<file path="src/rtl/poly_acc_pkg.sv">
`timescale 1ns/1ps
package poly_acc_pkg;

    localparam int COEF_W = 12;
    localparam logic [COEF_W:0] MOD_Q = 13'd3329;

    typedef logic [COEF_W-1:0] coef_t;

    // where the addend of the next consumed coefficient comes from
    typedef enum logic {
        SRC_SEED = 1'b0,
        SRC_RUN  = 1'b1
    } addend_src_e;

    // sum of two residues below q, reduced by one conditional subtract
    function automatic coef_t mod_add(input coef_t a, input coef_t b);
        logic [COEF_W:0] s;
        s = {1'b0, a} + {1'b0, b};
        if (s >= MOD_Q) s = s - MOD_Q;
        return s[COEF_W-1:0];
    endfunction

endpackage

</file>
<file path="src/rtl/acc_term_seq.sv">
`timescale 1ns/1ps
// Term walker: owns (i, j, index), latches the rank, flags term/pass end.
module acc_term_seq #(
    parameter int KMAX = 4,
    parameter int N    = 256,
    localparam int XW  = $clog2(N),
    localparam int IW  = $clog2(KMAX),
    localparam int RW  = $clog2(KMAX + 1)
) (
    input  logic          clk,
    input  logic          rst,
    input  logic          start_i,
    input  logic [RW-1:0] rank_i,
    input  logic          prod_vld_i,
    output logic          busy_o,
    output logic [RW-1:0] rank_o,
    output logic [IW-1:0] i_o,
    output logic [IW-1:0] j_o,
    output logic [XW-1:0] idx_o,
    output logic [IW-1:0] nxt_i_o,
    output logic [IW-1:0] nxt_j_o,
    output logic          term_done_o,
    output logic          all_done_o
);
    localparam logic [XW-1:0] LAST_X = XW'(N - 1);

    logic [RW-1:0] rank_q;
    logic [IW-1:0] i_q, j_q;
    logic [XW-1:0] x_q;
    logic          busy_q, tdone_q, adone_q;
    logic          j_wraps, i_wraps, fire;

    assign j_wraps = (RW'(j_q) + RW'(1)) >= rank_q;
    assign i_wraps = (RW'(i_q) + RW'(1)) >= rank_q;
    assign fire    = busy_q && prod_vld_i;

    always_comb begin
        if (j_wraps) begin
            nxt_j_o = '0;
            nxt_i_o = i_q + IW'(1);
        end else begin
            nxt_j_o = j_q + IW'(1);
            nxt_i_o = i_q;
        end
    end

    always_ff @(posedge clk) begin
        if (rst) begin
            busy_q  <= 1'b0;
            rank_q  <= '0;
            i_q     <= '0;
            j_q     <= '0;
            x_q     <= '0;
            tdone_q <= 1'b0;
            adone_q <= 1'b0;
        end else begin
            tdone_q <= 1'b0;
            adone_q <= 1'b0;
            if (start_i) begin
                busy_q <= 1'b1;
                rank_q <= rank_i;
                i_q    <= '0;
                j_q    <= '0;
                x_q    <= '0;
            end else if (fire) begin
                x_q <= x_q + XW'(1);
                if (x_q == LAST_X) begin
                    tdone_q <= 1'b1;
                    i_q     <= nxt_i_o;
                    j_q     <= nxt_j_o;
                    if (j_wraps && i_wraps) begin
                        busy_q  <= 1'b0;
                        adone_q <= 1'b1;
                    end
                end
            end
        end
    end

    assign busy_o      = busy_q;
    assign rank_o      = rank_q;
    assign i_o         = i_q;
    assign j_o         = j_q;
    assign idx_o       = x_q;
    assign term_done_o = tdone_q;
    assign all_done_o  = adone_q;

endmodule

</file>
<file path="src/rtl/acc_rd_addr.sv">
`timescale 1ns/1ps
// Read-ahead address generator: points one index ahead on a product,
// and at index 0 of the next term when the current term closes.
module acc_rd_addr #(
    parameter int KMAX  = 4,
    parameter int N     = 256,
    localparam int XW   = $clog2(N),
    localparam int IW   = $clog2(KMAX),
    localparam int RW   = $clog2(KMAX + 1),
    localparam int SESW = $clog2(2 * KMAX),
    localparam int SEAW = SESW + XW,
    localparam int TAW  = IW + XW
) (
    input  logic            busy_i,
    input  logic            prod_vld_i,
    input  logic [RW-1:0]   rank_i,
    input  logic [IW-1:0]   i_i,
    input  logic [IW-1:0]   j_i,
    input  logic [XW-1:0]   idx_i,
    input  logic [IW-1:0]   nxt_i_i,
    input  logic [IW-1:0]   nxt_j_i,
    output logic            se_en_o,
    output logic [SEAW-1:0] se_addr_o,
    output logic            t_en_o,
    output logic [TAW-1:0]  t_addr_o,
    output poly_acc_pkg::addend_src_e src_o
);
    import poly_acc_pkg::*;

    logic [IW-1:0]   a_i, a_j;
    logic [XW-1:0]   a_x;
    logic [SESW-1:0] se_slot;

    always_comb begin
        a_i = i_i;
        a_j = j_i;
        a_x = idx_i;
        if (prod_vld_i) begin
            if (idx_i == XW'(N - 1)) begin
                a_i = nxt_i_i;
                a_j = nxt_j_i;
                a_x = '0;
            end else begin
                a_x = idx_i + XW'(1);
            end
        end
    end

    assign src_o     = (a_j == '0) ? SRC_SEED : SRC_RUN;
    assign se_slot   = SESW'(rank_i) + SESW'(a_i);
    assign se_en_o   = busy_i && (src_o == SRC_SEED);
    assign t_en_o    = busy_i && (src_o == SRC_RUN);
    assign se_addr_o = {se_slot, a_x};
    assign t_addr_o  = {a_i, a_x};

endmodule

</file>
<file path="src/rtl/acc_mod_add.sv">
`timescale 1ns/1ps
// Addend selection and modular sum.
module acc_mod_add (
    input  poly_acc_pkg::addend_src_e src_i,
    input  poly_acc_pkg::coef_t       seed_i,
    input  poly_acc_pkg::coef_t       run_i,
    input  poly_acc_pkg::coef_t       prod_i,
    output poly_acc_pkg::coef_t       sum_o
);
    import poly_acc_pkg::*;

    coef_t addend;

    assign addend = (src_i == SRC_SEED) ? seed_i : run_i;
    assign sum_o  = mod_add(addend, prod_i);

endmodule

</file>
<file path="src/rtl/poly_acc_rmw.sv">
`timescale 1ns/1ps
module poly_acc_rmw #(
    parameter int KMAX  = 4,
    parameter int N     = 256,
    localparam int XW   = $clog2(N),
    localparam int IW   = $clog2(KMAX),
    localparam int RW   = $clog2(KMAX + 1),
    localparam int SEAW = $clog2(2 * KMAX) + XW,
    localparam int TAW  = IW + XW
) (
    input  logic            clk,
    input  logic            rst,
    input  logic            start_i,
    input  logic [RW-1:0]   rank_i,
    input  logic            prod_vld_i,
    input  logic [11:0]     prod_coef_i,
    output logic            se_rd_en_o,
    output logic [SEAW-1:0] se_rd_addr_o,
    input  logic [11:0]     se_rd_data_i,
    output logic            t_rd_en_o,
    output logic [TAW-1:0]  t_rd_addr_o,
    input  logic [11:0]     t_rd_data_i,
    output logic            t_wr_en_o,
    output logic [TAW-1:0]  t_wr_addr_o,
    output logic [11:0]     t_wr_data_o,
    output logic            busy_o,
    output logic            term_done_o,
    output logic            all_done_o
);
    import poly_acc_pkg::*;

    logic [RW-1:0] rank_q;
    logic [IW-1:0] cur_i, cur_j, nxt_i, nxt_j;
    logic [XW-1:0] cur_x;
    addend_src_e   src_now, src_q;
    coef_t         sum;

    acc_term_seq #(.KMAX(KMAX), .N(N)) u_seq (
        .clk         (clk),
        .rst         (rst),
        .start_i     (start_i),
        .rank_i      (rank_i),
        .prod_vld_i  (prod_vld_i),
        .busy_o      (busy_o),
        .rank_o      (rank_q),
        .i_o         (cur_i),
        .j_o         (cur_j),
        .idx_o       (cur_x),
        .nxt_i_o     (nxt_i),
        .nxt_j_o     (nxt_j),
        .term_done_o (term_done_o),
        .all_done_o  (all_done_o)
    );

    acc_rd_addr #(.KMAX(KMAX), .N(N)) u_addr (
        .busy_i     (busy_o),
        .prod_vld_i (prod_vld_i),
        .rank_i     (rank_q),
        .i_i        (cur_i),
        .j_i        (cur_j),
        .idx_i      (cur_x),
        .nxt_i_i    (nxt_i),
        .nxt_j_i    (nxt_j),
        .se_en_o    (se_rd_en_o),
        .se_addr_o  (se_rd_addr_o),
        .t_en_o     (t_rd_en_o),
        .t_addr_o   (t_rd_addr_o),
        .src_o      (src_now)
    );

    // the bank chosen with an address is the bank whose data lands next cycle
    always_ff @(posedge clk) begin
        if (rst) src_q <= SRC_SEED;
        else     src_q <= src_now;
    end

    acc_mod_add u_add (
        .src_i  (src_q),
        .seed_i (se_rd_data_i),
        .run_i  (t_rd_data_i),
        .prod_i (prod_coef_i),
        .sum_o  (sum)
    );

    assign t_wr_en_o   = busy_o && prod_vld_i;
    assign t_wr_addr_o = {cur_i, cur_x};
    assign t_wr_data_o = sum;

endmodule

</file>
<file path="config.mk">
export PLATFORM = sky130hd
export DESIGN_NAME = poly_acc_rmw
export DESIGN_NICKNAME = d
export VERILOG_FILES = /design/src/rtl/poly_acc_pkg.sv /design/src/rtl/acc_term_seq.sv /design/src/rtl/acc_rd_addr.sv /design/src/rtl/acc_mod_add.sv /design/src/rtl/poly_acc_rmw.sv
export SDC_FILE = /design/constraint.sdc
export NUM_CORES = 1
export LEC_CHECK = 0
export BUFFER_PORTS_ARGS = -buffer_cell sky130_fd_sc_hd__buf_4
export CORE_ASPECT_RATIO = 0.5
export CORE_UTILIZATION = 50
export DETAILED_ROUTE_END_ITERATION = 8
export PLACE_DENSITY = 0.82
export SLEW_MARGIN = 20
export SYNTH_ARGS = -nofsm -noshare
export SYNTH_HDL_FRONTEND = slang
export SYNTH_SLANG_ARGS = --single-unit
</file>
<file path="constraint.sdc">
create_clock -name clk -period 8.6 [get_ports clk]
set_input_delay 0 -clock clk [delete_from_list [all_inputs] [get_ports clk]]
set_output_delay 0 -clock clk [all_outputs]
set_load 0.005 [all_outputs]
</file>
==> summary.md, run 1 <==
| Metric | Value |
|---|---|
| Post-Syn Area | 2369 µm² |
| Tcrit/Tclk final | a little under half |
| TritonCTS Buffers | 3 |
| Final wirelength | slightly below 6000 µm |
| GRT Total Usage | 23.47% |
| Routed WL per cell | between 10 and 15 µm |
| Worst path arrival time | roughly 4100 ps |
| Peak supply drop | between 0.00006 and 0.00007 V |
| Post-synthesis async set-or-reset flop share | 0% |
| Critical R2R Capture | u_seq.j_o[0] |
| Combinational Power Share | around 52% |
| Root buffer cell | clkbuf_8 |
| Vias in the first global route | between 2000 and 2500 |
| Final cell count without fillers | around 440 |
| Post-Syn Nets | between 300 and 400 |
| # nets final | 448 |
| Share of the synthesized area in the top cell type | 16.06% |
| RSZ-0062 raised after global routing | false |
| CTS Buffer Depth | 2 |
| Max Slew Vio Count | 0 |
| Hold Path Sink | u_seq.busy_o |
| Starting Density | between 50% and 60% |
| Prevailing post-synth register cell | dfxtp_1 |
| CTS clk-pin slew, worst paths | 70 ps |
| Clock Sinks | 19 |
| Worst Setup SP | src_q |
| R2R cell count | 8 |
| Htree depth | 1 |
| Antenna-violating nets left | 0 |
| Syn avg cell area | a little under 8 µm² |
| Later-pin clock latency in the skew report | roughly 250 ps |
| CP max FO | 12 |
| Synthesis Warnings | 0 |
| Share of power burned in registers | ~29% |
| Final hold slack | about 24 ps |
| DR vias/cell | ~5.5 |
| Post-Syn Instances | a little under 300 |
| Synth Register Bits | 19 |
| Rows | 17 |
| DP Worst Slack | 4828 ps |
| Core ar. | ~4500 µm² |
| Synth area leader | dfxtp_1 |
| DRT iter0 DRCs | 60 |
| Slew HR | about three fifths |
| Outcome | complete, no violations |
| Seq/Total Area, Yosys | between 15 and 20% |
| NetSw | 0.1114 mW |
| Fmax | 0.2443 GHz |
| FF+latch area | ~380 µm² |
| Multi-input logic area | 1833 µm² |
| Die width | approximately 99 µm |
| Clock Skews | ~1.6 ps |
| GP Congestion | around 0.82 |
| Final setup fails | 0 |
| Final worst setup slack | between 4000 and 5000 ps |
| Pleak | 1.427 nW |
| Final hold vios | 0 |
| Hold Startpoint | start_i |
| HP Class | in -> reg |
| Setup TNS | 0 ps |
| Cell Pwr Density | 102.3 nW/µm² |
| Post-synth EDFFs | 0 |
| Clock network fraction of design power | between 10% and 20% |
| Grt ovf | 0 |
| Synth top area cells | dfxtp_1 16%, ha_1 13%, mux2_2 6.2% |
| Crit Path Category | reg -> out |
| Slew @ Worst Pin | 586.1 ps |
| Internal Power | between 0.2 and 0.25 mW |
| CP required | around 8600 ps |
| Chip height | between 50 and 60 µm |
| Count of different cell masters after synthesis | 58 |
| Via Count | 2413 |
| I/O pin total | around 90 |
| Final Critical Period | slightly above 4000 ps |
| Area delta synth->final | 30.80% |
| Hold Crit Depth | 3 |
| Max Cap Viol | 0 |
| Share of layout cells above drive strength 1 | approximately a third |
| ANT cells | 0 |
| # placed instances | 427 |
| Post-CTS Setup Inserts | 0 |
| Pin count of the biggest net entering global routing | 18 |
| Layout fillers | about 380 |
| Length of the first detailed-routing pass in iterations | 4 |
| Switching share of power | roughly a third |
| DR DRC count | 0 |
| Initial antenna violation count | 0 |
| Final HPWL DP | ~4600 µm |
| CP startpoint kind | flip-flop |
| Die ar. | 5033 µm² |
| First-pass GRT wire length | 9680 µm |
| Flop-to-flop setup slack | approximately 6500 ps |
| Critical path capture point type | primary output |
| CTS tree | yes |
| Reg-to-Reg Start | u_seq.idx_o[0] |
| Number of port buffers | 91 |
[layout make-up]
class | count | share of cell area [%]
clock buffers | 4 | 1.454
inverters | 12 | 1.454
multi-input cells | 248 | 59.17
flip-flops and latches | 19 | 12.28
well taps | 57 | 2.302
repair buffers | 95 | 23.34
[cell families after synthesis]
logic type	synth area share [%]
AND/OR/NAND/NOR	23.72
AO/OA/AOI/OAI	20.66
buffers and inverters	6.550
adder cells (fa/ha/maj)	14.37
XOR/XNOR	8.875
multiplexers	9.773
flip-flops	16.06
[critical path: stages (launching register included)]
cell	delay [ps]
dfxtp_1	690
mux2_2	410
ha_1	220
fa_1	420
a211oi_2	380
nor2_1	140
o311ai_1	500
nor3_2	120
nand4b_1	130
a31o_1	380
nand3_1	150
xnor2_1	170
buf_4	130
[worst max path at each step]
stage | end | cells past startpoint
after floorplan | t_wr_data_o[8] | 12
after global placement | t_wr_data_o[7] | 12
after detailed placement | t_wr_data_o[7] | 12
after CTS | t_wr_data_o[7] | 12
after global routing | t_wr_data_o[6] | 12
final | t_wr_data_o[6] | 12
[synth_stat cells (3+ instances only)]
master and number:
o21ai_1 7, a21o_1 7, nor3_1 7, o21ai_0 10, clkbuf_1 8, xor2_1 11, nand4_1 5, inv_1 12
nor2b_1 4, ha_1 24, dfxtp_1 19, nand2b_1 4, mux2_2 13, nand3b_1 3, nand2_1 22, and3_1 8
xnor2_1 13, a31oi_1 4, mux2i_1 7, buf_4 8, a21oi_1 16, nand3_1 9, nor2_1 32
[cell usage in the layout (no fill, tap or decap), types with 3 or more instances in the layout]
master / n
a21oi_1: 16
dfxtp_1: 19
mux2_2: 13
mux2i_1: 7
o21ai_1: 7
buf_4: 91
a21o_1: 7
nand2_1: 22
nand3_1: 9
nor2_1: 32
nor3_1: 7
nand3b_1: 3
nor2b_1: 4
nand4_1: 5
o21ai_0: 10
nand2b_1: 4
and3_1: 8
dlygate4sd3_1: 4
xor2_1: 11
a31oi_1: 4
ha_1: 24
inv_1: 12
xnor2_1: 13
clkbuf_8: 3
[metal layers]
layer  wire length, µm  global-route usage [%]  up-vias
li1                  -                       -     1228
met1              2595                   27.58     1125
met2              2953                   46.30       54
met3               223                   2.228        6
met4                59                   5.637        0
met5                 0                       0        -
[sequential cells by signal (all words and copies together), names as in the netlist]
register and cells:
u_seq.all_done_o 1, u_seq.term_done_o 1, u_seq.rank_o 3, u_seq.i_o 2, u_seq.j_o 2, u_seq.idx_o 8
u_seq.busy_o 1, src_q 1
[power by group through the flow]
stage	registers [mW]	clock network (mW)	logic, mW
6_report	0.0908	0.0607	0.165
5_1_grt	0.0910	0.0662	0.183
4_1_cts	0.0908	0.0617	0.165
3_5_place_dp	0.0929	0	0.163
3_3_place_gp	0.0928	0	0.158
2_1_floorplan	0.0925	0	0.106
[timing repair]
action	in CTS	in global routing
resized for setup	0	0
hold buffers	4	0
endpoints found under the hold margin	5	0
[per-stage QoR]
step	utilization (%)	total power, mW	cell area [µm²]
floorplan	-	0.1985	2369
global placement	67.45	0.2510	3013
detailed placement	67.45	0.2554	3013
CTS	69.36	0.3174	3098
global route	69.36	0.3400	3098
finish	69.36	0.3169	3098
No activity file was read; power rests on OpenSTA's default activity.
==> run 2, diff against run 1 <==
Settings changed: CORE_UTILIZATION 50 to 45, PLACE_DENSITY 0.82 to 0.78.
Clock period 8.6 ns to 3.3 ns, I/O delays scaled along.
==> run 2 against run 1 <==
The flow now finishes with violations (negative setup slack). Power rose to 2.9 times the previous value. Register-to-register slack got worse by 5200 ps. Via count rose by 6.0%. Combinational power rose to 3.2 times the previous value. Clock skew rose by 3.0 ps. Worst hold slack got worse by 23 ps. Sequential power rose to 2.6 times the previous value. Clock-buffer cell count did not move. First-iteration DRC count fell by 8.3%. Non-clock buffer count rose by 9. Clock power rose to 2.6 times the previous value.
==> summary.md, run 2 (synthesized netlist as in run 1, its figures left out) <==
| Metric | Value |
|---|---|
| Rows | 18 (+1) |
| Root buffer cell | clkbuf_8 |
| CTS tree | yes |
| Multi-input logic area | 2024 µm² (+10%) |
| DR DRC count | 0 (unchanged) |
| Final setup fails | 8 (+8) |
| # nets final | 458 (+2.2%) |
| Die ar. | 5575 µm² (+11%) |
| Fmax | around 0.3 GHz |
| GP Congestion | 0.8525 (+3.5%) |
| Final hold vios | 0 (unchanged) |
| CP Capture Point | t_wr_data_o[10] |
| Violated checks | negative setup slack |
| Number of port buffers | 91 (unchanged) |
| Starting Density | 47.37% (-5.7 points) |
| Slew @ Worst Pin | 516.4 ps (-69.74 ps) |
| Number of flip-flops in the largest register | 8 (unchanged) |
| Final hold slack | 0.3468 ps (-23.22 ps) |
| DR vias/cell | 5.583 (+0.65%) |
| Worst path cell trace | mux2_4 -> ha_4 -> fa_2 -> a211oi_4 -> o21ba_4 -> o221ai_2 -> nor3_4 -> buf_4 -> nand3_1 -> a21o_1 -> a21oi_1 -> a31oi_1 -> buf_4 |
| FF+latch area | 381.6 µm² (+0.33%) |
| CTS clk-pin slew, worst paths | 60 ps (about the same) |
| Htree depth | 1 (unchanged) |
| Max Slew Vio Count | 0 (unchanged) |
| Peak supply drop | 0.0002931 V (+350%) |
| Area delta synth->final | 42.42% |
| Crit-path slowest cell | fa_2 |
| DRT iter0 DRCs | 55 (-8.3%) |
| RSZ-0062 raised after global routing | true |
| Internal Power | 0.5808 mW (+180%) |
| Utilization after layout | 67.47% (-1.9 points) |
| Worst path arrival time | 3350 ps (-740 ps) |
| Die width | 104.6 µm (+5.3%) |
| Final Critical Period | approximately 3300 ps |
| Share of layout cells above drive strength 1 | 41.24% (+9.2 points) |
| GRT Total Usage | 22.11% (-1.4 points) |
| Commonest non-fill, non-tap cell in the layout | buf_4 |
| Grt ovf | 0 (unchanged) |
| Share of power burned in registers | 25.9% (-2.8 points) |
| Most frequent CP cell | buf_4 |
| TritonCTS Buffers | 3 (unchanged) |
| Switching share of power | 36.51% (+1.4 points) |
| Outcome | finished with violations |
| Max Cap Viol | 0 (unchanged) |
| Pleak | 1.501 nW (+5.2%) |
| Routed WL per cell | 14.04 µm (+4.7%) |
| Most frequent cells in the layout | 101 x buf_4, 31 x nor2_1, 22 x nand2_1, 18 x ha_1, 18 x dfxtp_1 |
| Length of the first detailed-routing pass in iterations | 4 (unchanged) |
| Flop-to-flop setup slack | 1300 ps (-5220 ps) |
| Cell Pwr Density | 271.2 nW/µm² (+170%) |
| Final wirelength | 6429 µm (+10%) |
| CP max FO | 4 (-8) |
| Critical path capture point type | primary output |
| Pin count of the biggest net entering global routing | 18 (unchanged) |
| Vias in the first global route | 2323 (+2.1%) |
| Combinational Power Share | 57.1% (+4.9 points) |
| Critical R2R Capture | u_seq.busy_o |
| I/O pin total | 92 (unchanged) |
| HP Class | in -> reg |
| CP required | 3300 ps (-5300 ps) |
| Final HPWL DP | 4751 µm (+2.9%) |
| Slew HR | 65.28% (+4.4 points) |
| Crit Path Category | reg -> out |
| Clock Sinks | 19 (unchanged) |
| Later-pin clock latency in the skew report | 250 ps (about the same) |
| First-pass GRT wire length | 10150 µm (+4.8%) |
| Via Count | 2557 (+6.0%) |
| Worst Setup SP | src_q |
| Final worst setup slack | -45.23 ps (-4551 ps) |
| R2R cell count | 8 (unchanged) |
| Layout fillers | 444 (+17%) |
| Antenna-violating nets left | 0 (unchanged) |
| CP startpoint kind | flip-flop |
| NetSw | 0.3340 mW (+200%) |
| Tcrit/Tclk final | 101.4% |
| Worst path max stage delay | 420 ps (-270 ps) |
| Core ar. | 5000 µm² (+12%) |
| Clock network fraction of design power | 17.0% (-2.2 points) |
| Chip height | 53.30 µm (+5.2%) |
| Clock Skews | 4.596 ps (+3.011 ps) |
| Setup TNS | -264.7 ps (-264.7 ps) |
| Initial antenna violation count | 0 (unchanged) |
| CTS Buffer Depth | 2 (unchanged) |
| Reg-to-Reg Start | u_seq.idx_o[0] |
| ANT cells | 0 (unchanged) |
[run 2: cell count changes in the layout (fill, tap and decap cells not counted), moves of 3 or more]
| cell | previous run | this run |
|---|---|---|
| ha_2 | 0 | 4 |
| nand3_2 | 0 | 3 |
| nand3_1 | 9 | 6 |
| a21oi_1 | 16 | 13 |
| ha_1 | 24 | 18 |
| a21oi_2 | 1 | 4 |
| buf_4 | 91 | 101 |
[run 2: timing repair]
action,in CTS,in global routing
gates cloned,1,0
gates resized for setup,25,14
hold buffers,2,0
endpoints found under the setup margin,12,12
endpoints found under the hold margin,5,0
buffers inserted,3,1
pin swaps,10,6
[run 2: critical path: cells and delay by family (launching register included)]
| kind | cells | cell delay, ps |
|---|---|---|
| compound gates | 6 | 1100 |
| simple gates | 2 | 400 |
| fa+ha+maj | 2 | 600 |
| buf+inv | 2 | 290 |
| flops | 1 | 360 |
| mux | 1 | 340 |
[run 2: cell type report]
cell class,count,share of cell area (%)
Inverter,12,1.335
Multi-Input combinational cell,249,60.01
Sequential cell,19,11.31
Timing Repair Buffer,104,23.41
Tap cell,70,2.596
Clock buffer,4,1.335
[run 2: power groups by stage]
stage | Combinational (mW) | Clock, mW | Sequential, mW
4_1_cts | 0.485 | 0.159 | 0.237
6_report | 0.522 | 0.156 | 0.237
3_5_place_dp | 0.437 | 0 | 0.242
5_1_grt | 0.560 | 0.168 | 0.237
2_1_floorplan | 0.276 | 0 | 0.241
3_3_place_gp | 0.424 | 0 | 0.242
[run 2: per-layer routing]
metal  GRT usage [%]  routed length (µm)
met5               0                   0
met4           5.164                  76
met3           2.956                 271
met2           44.15                3308
met1           25.73                2773
[run 2: worst min-delay path by stage]
stage / start / end / slack [ps] / depth (start not counted)
floorplan: rst / u_seq.busy_o / 70 / 1
global placement: rst / u_seq.busy_o / 210 / 2
detailed placement: rst / u_seq.rank_o[1] / 210 / 2
CTS: rank_i[2] / u_seq.rank_o[2] / 2 / 3
global route: start_i / u_seq.busy_o / 40 / 3
finish: rank_i[2] / u_seq.rank_o[2] / 0.3 / 3
[run 2: through the flow]
stage / setup WS, ps / std cells / area, µm² / total power, mW
floorplan: 142.2 / 298 / 2369 / 0.5174
global placement: 103.1 / 447 / 3082 / 0.6660
detailed placement: -109.6 / 447 / 3082 / 0.6786
CTS: 3.469 / 457 / 3289 / 0.8818
global route: -205.0 / 458 / 3373 / 0.9654
finish: -45.23 / 458 / 3373 / 0.9148
==> run 3, diff against run 2 <==
Settings changed: CAP_MARGIN set to 10, CORE_UTILIZATION 45 to 46, CTS_BUF_LIST set to sky130_fd_sc_hd__clkbuf_8, PLACE_DENSITY 0.78 to 0.79.
==> run 3 against run 2 <==
The run still ends with negative setup slack left. Sequential share of layout area decreased by 0.31 points. Critical endpoint is now t_wr_data_o[8]. Worst hold slack gained 4.5 ps. Clock power about the same.
==> summary.md, run 3 (synthesized netlist as in run 1, its figures left out) <==
| Metric | Value |
|---|---|
| Outcome | finished with violations |
| Violated checks | negative setup slack |
| Worst path max stage delay | 380 ps (-40 ps) |
| Final hold vios | 0 (unchanged) |
| Final Critical Period | 3376 ps (+30.40 ps) |
| Max Slew Vio Count | 0 (unchanged) |
| Flop-to-flop setup slack | 1280 ps (-20 ps) |
| CP max FO | 6 (+2) |
| CP Depth | 13 (unchanged) |
| # placed instances | 448 (+0.22%) |
| Final wirelength | 6634 µm (+3.2%) |
| Commonest non-fill, non-tap cell in the layout | buf_4 |
| DR DRC count | 0 (unchanged) |
| Crit Path Category | reg -> out |
| Critical R2R Capture | u_seq.busy_o |
| Root buffer cell | clkbuf_8 |
| CTS Buffer Depth | 2 (unchanged) |
| # nets final | 463 (+1.1%) |
| Final setup fails | 7 (-1) |
| GP Congestion | 0.8436 (-1.0%) |
| Grt ovf | 0 (unchanged) |
| Htree depth | 1 (unchanged) |
| GRT Total Usage | 22.56% (+0.44 points) |
| Peak supply drop | 0.0001813 V (-38%) |
| Layout fillers | 390 (-12%) |
| Worst path cell trace | mux2_4 -> ha_4 -> fa_2 -> a211oi_4 -> buf_6 -> o21ai_4 -> a2111oi_4 -> o31a_1 -> o31ai_4 -> a31o_4 -> a21oi_1 -> a31o_1 -> buf_4 |
| Tcrit/Tclk final | 102.3% (+0.92 points) |
| RSZ-0062 raised after global routing | true |
| Area delta synth->final | 46.49% |
| Chip height | 52.74 µm (-1.1%) |
| Most frequent cells in the layout | 104 x buf_4, 29 x nor2_1, 20 x nand2_1, 19 x ha_1, 18 x dfxtp_1 |
| CP Capture Point | t_wr_data_o[8] |
| R2R cell count | 8 (unchanged) |
| Design Power | 0.9456 mW (+3.4%) |
| CTS tree | yes |
| Critical path capture point type | primary output |
| Worst path arrival time | 3380 ps (+30 ps) |
| Die width | 103.5 µm (-1.1%) |
| TritonCTS Buffers | 3 (unchanged) |
| CP startpoint kind | flip-flop |
| CP required | 3300 ps (about the same) |
| Initial antenna violation count | 0 (unchanged) |
| Share of layout cells above drive strength 1 | 43.77% (+2.5 points) |
| Reg-to-Reg Start | u_seq.idx_o[0] |
| CP Buf/Inv Count | 2 (unchanged) |
| Cell Pwr Density | 272.5 nW/µm² (+0.49%) |
| Routed WL per cell | 14.33 µm (+2.1%) |
| Later-pin clock latency in the skew report | 250 ps (about the same) |
| Multi-input logic area | 2077 µm² (+2.6%) |
| Clock Sinks | 19 (unchanged) |
| I/O pin total | 92 (unchanged) |
| Starting Density | 48.02% (+0.65 points) |
| Length of the first detailed-routing pass in iterations | 4 (unchanged) |
| Delay-heaviest family, CP | compound AO/OA/AOI/OAI gates |
| Crit-path slowest cell | a2111oi_4 |
| Worst Setup SP | src_q |
| Number of port buffers | 91 (unchanged) |
| ANT cells | 0 (unchanged) |
| Setup TNS | -315.2 ps (-50.49 ps) |
| First-pass GRT wire length | 9708 µm (-4.3%) |
| Final hold slack | 4.891 ps (+4.544 ps) |
| DRT iter0 DRCs | 51 (-7.3%) |
| Max Cap Viol | 0 (unchanged) |
| Clock Skews | 2.417 ps (-2.179 ps) |
| FF+latch area | 381.6 µm² (unchanged) |
| Rows | 18 (unchanged) |
| Utilization after layout | 70.35% (+2.9 points) |
| Slew @ Worst Pin | 469.6 ps (-46.81 ps) |
| Fmax | 0.2962 GHz (-0.90%) |
| Core ar. | 4932 µm² (-1.4%) |
| Via Count | 2539 (-0.70%) |
| HP Class | in -> reg |
| Die ar. | 5458 µm² (-2.1%) |
| Final worst setup slack | -75.63 ps (-30.40 ps) |
| Antenna-violating nets left | 0 (unchanged) |
| CTS clk-pin slew, worst paths | 70 ps (about the same) |
| Vias in the first global route | 2228 (-4.1%) |
| Pleak | 1.568 nW (+4.5%) |
| Final cell count without fillers | 463 (+1.1%) |
| Slew HR | 68.43% (+3.1 points) |
| Final HPWL DP | 4740 µm (-0.23%) |
| Number of flip-flops in the largest register | 8 (unchanged) |
| DR vias/cell | 5.484 (-1.8%) |
| Pin count of the biggest net entering global routing | 18 (unchanged) |
==> run 3: worst min path at each step <==
stage | cells after the start | end | slack, ps | from
after CTS | 3 | u_seq.rank_o[1] | 1 | rank_i[1]
after global placement | 2 | u_seq.busy_o | 210 | rst
after floorplan | 1 | u_seq.busy_o | 70 | rst
final | 3 | u_seq.rank_o[1] | 5 | rank_i[1]
after global routing | 3 | u_seq.rank_o[1] | 20 | rank_i[1]
after detailed placement | 2 | u_seq.busy_o | 210 | rst
==> run 3: power breakdown <==
group	internal [mW]	total, mW	switching, mW
clock	0.0826	0.156	0.0730
sequential	0.233	0.237	0.00421
combinational	0.280	0.553	0.274
total	0.595	0.946	0.351
==> run 3: through the flow <==
step | worst slack [ps] | cell area [µm²]
final | -75.63 | 3470
after global routing | -223.0 | 3470
after CTS | 3.964 | 3238
after detailed placement | 15.04 | 3089
after global placement | 94.63 | 3089
after floorplan | 142.2 | 2369
==> run 3: area by class of cell <==
class,count,area share [%]
flip-flops and latches,19,11.00
clock buffers,3,1.190
repair buffers,109,24.02
inverters,12,1.298
multi-input cells,249,59.86
clock inverters,1,0.1082
well taps,70,2.524
==> run 3: worst reg2reg max path: stages, from the launching register on <==
cell and delay (ps):
dfxtp_1 430, ha_1 220, and3_1 210, and3_1 230, and3_1 220, buf_4 170
nand2_1 160, o21ai_0 220, a21oi_1 80
==> run 3: routing by layer <==
| layer | GRT usage, % | share of wire (%) | vias to the layer above |
|---|---|---|---|
| met4 | 5.634 | 0.81 | 0 |
| li1 | - | - | 1260 |
| met1 | 26.13 | 43 | 1217 |
| met2 | 43.82 | 53 | 56 |
| met5 | 0 | 0 | - |
| met3 | 3.200 | 2.9 | 6 |
==> run 3: timing repair <==
item / in CTS / in global routing
buffers inserted: 2 / 5
hold buffers: 3 / 0
hold endpoints to repair: 5 / 0
gates resized for setup: 14 / 37
setup endpoints to repair: 12 / 12
gates cloned: 1 / 0
pin swaps: 9 / 15
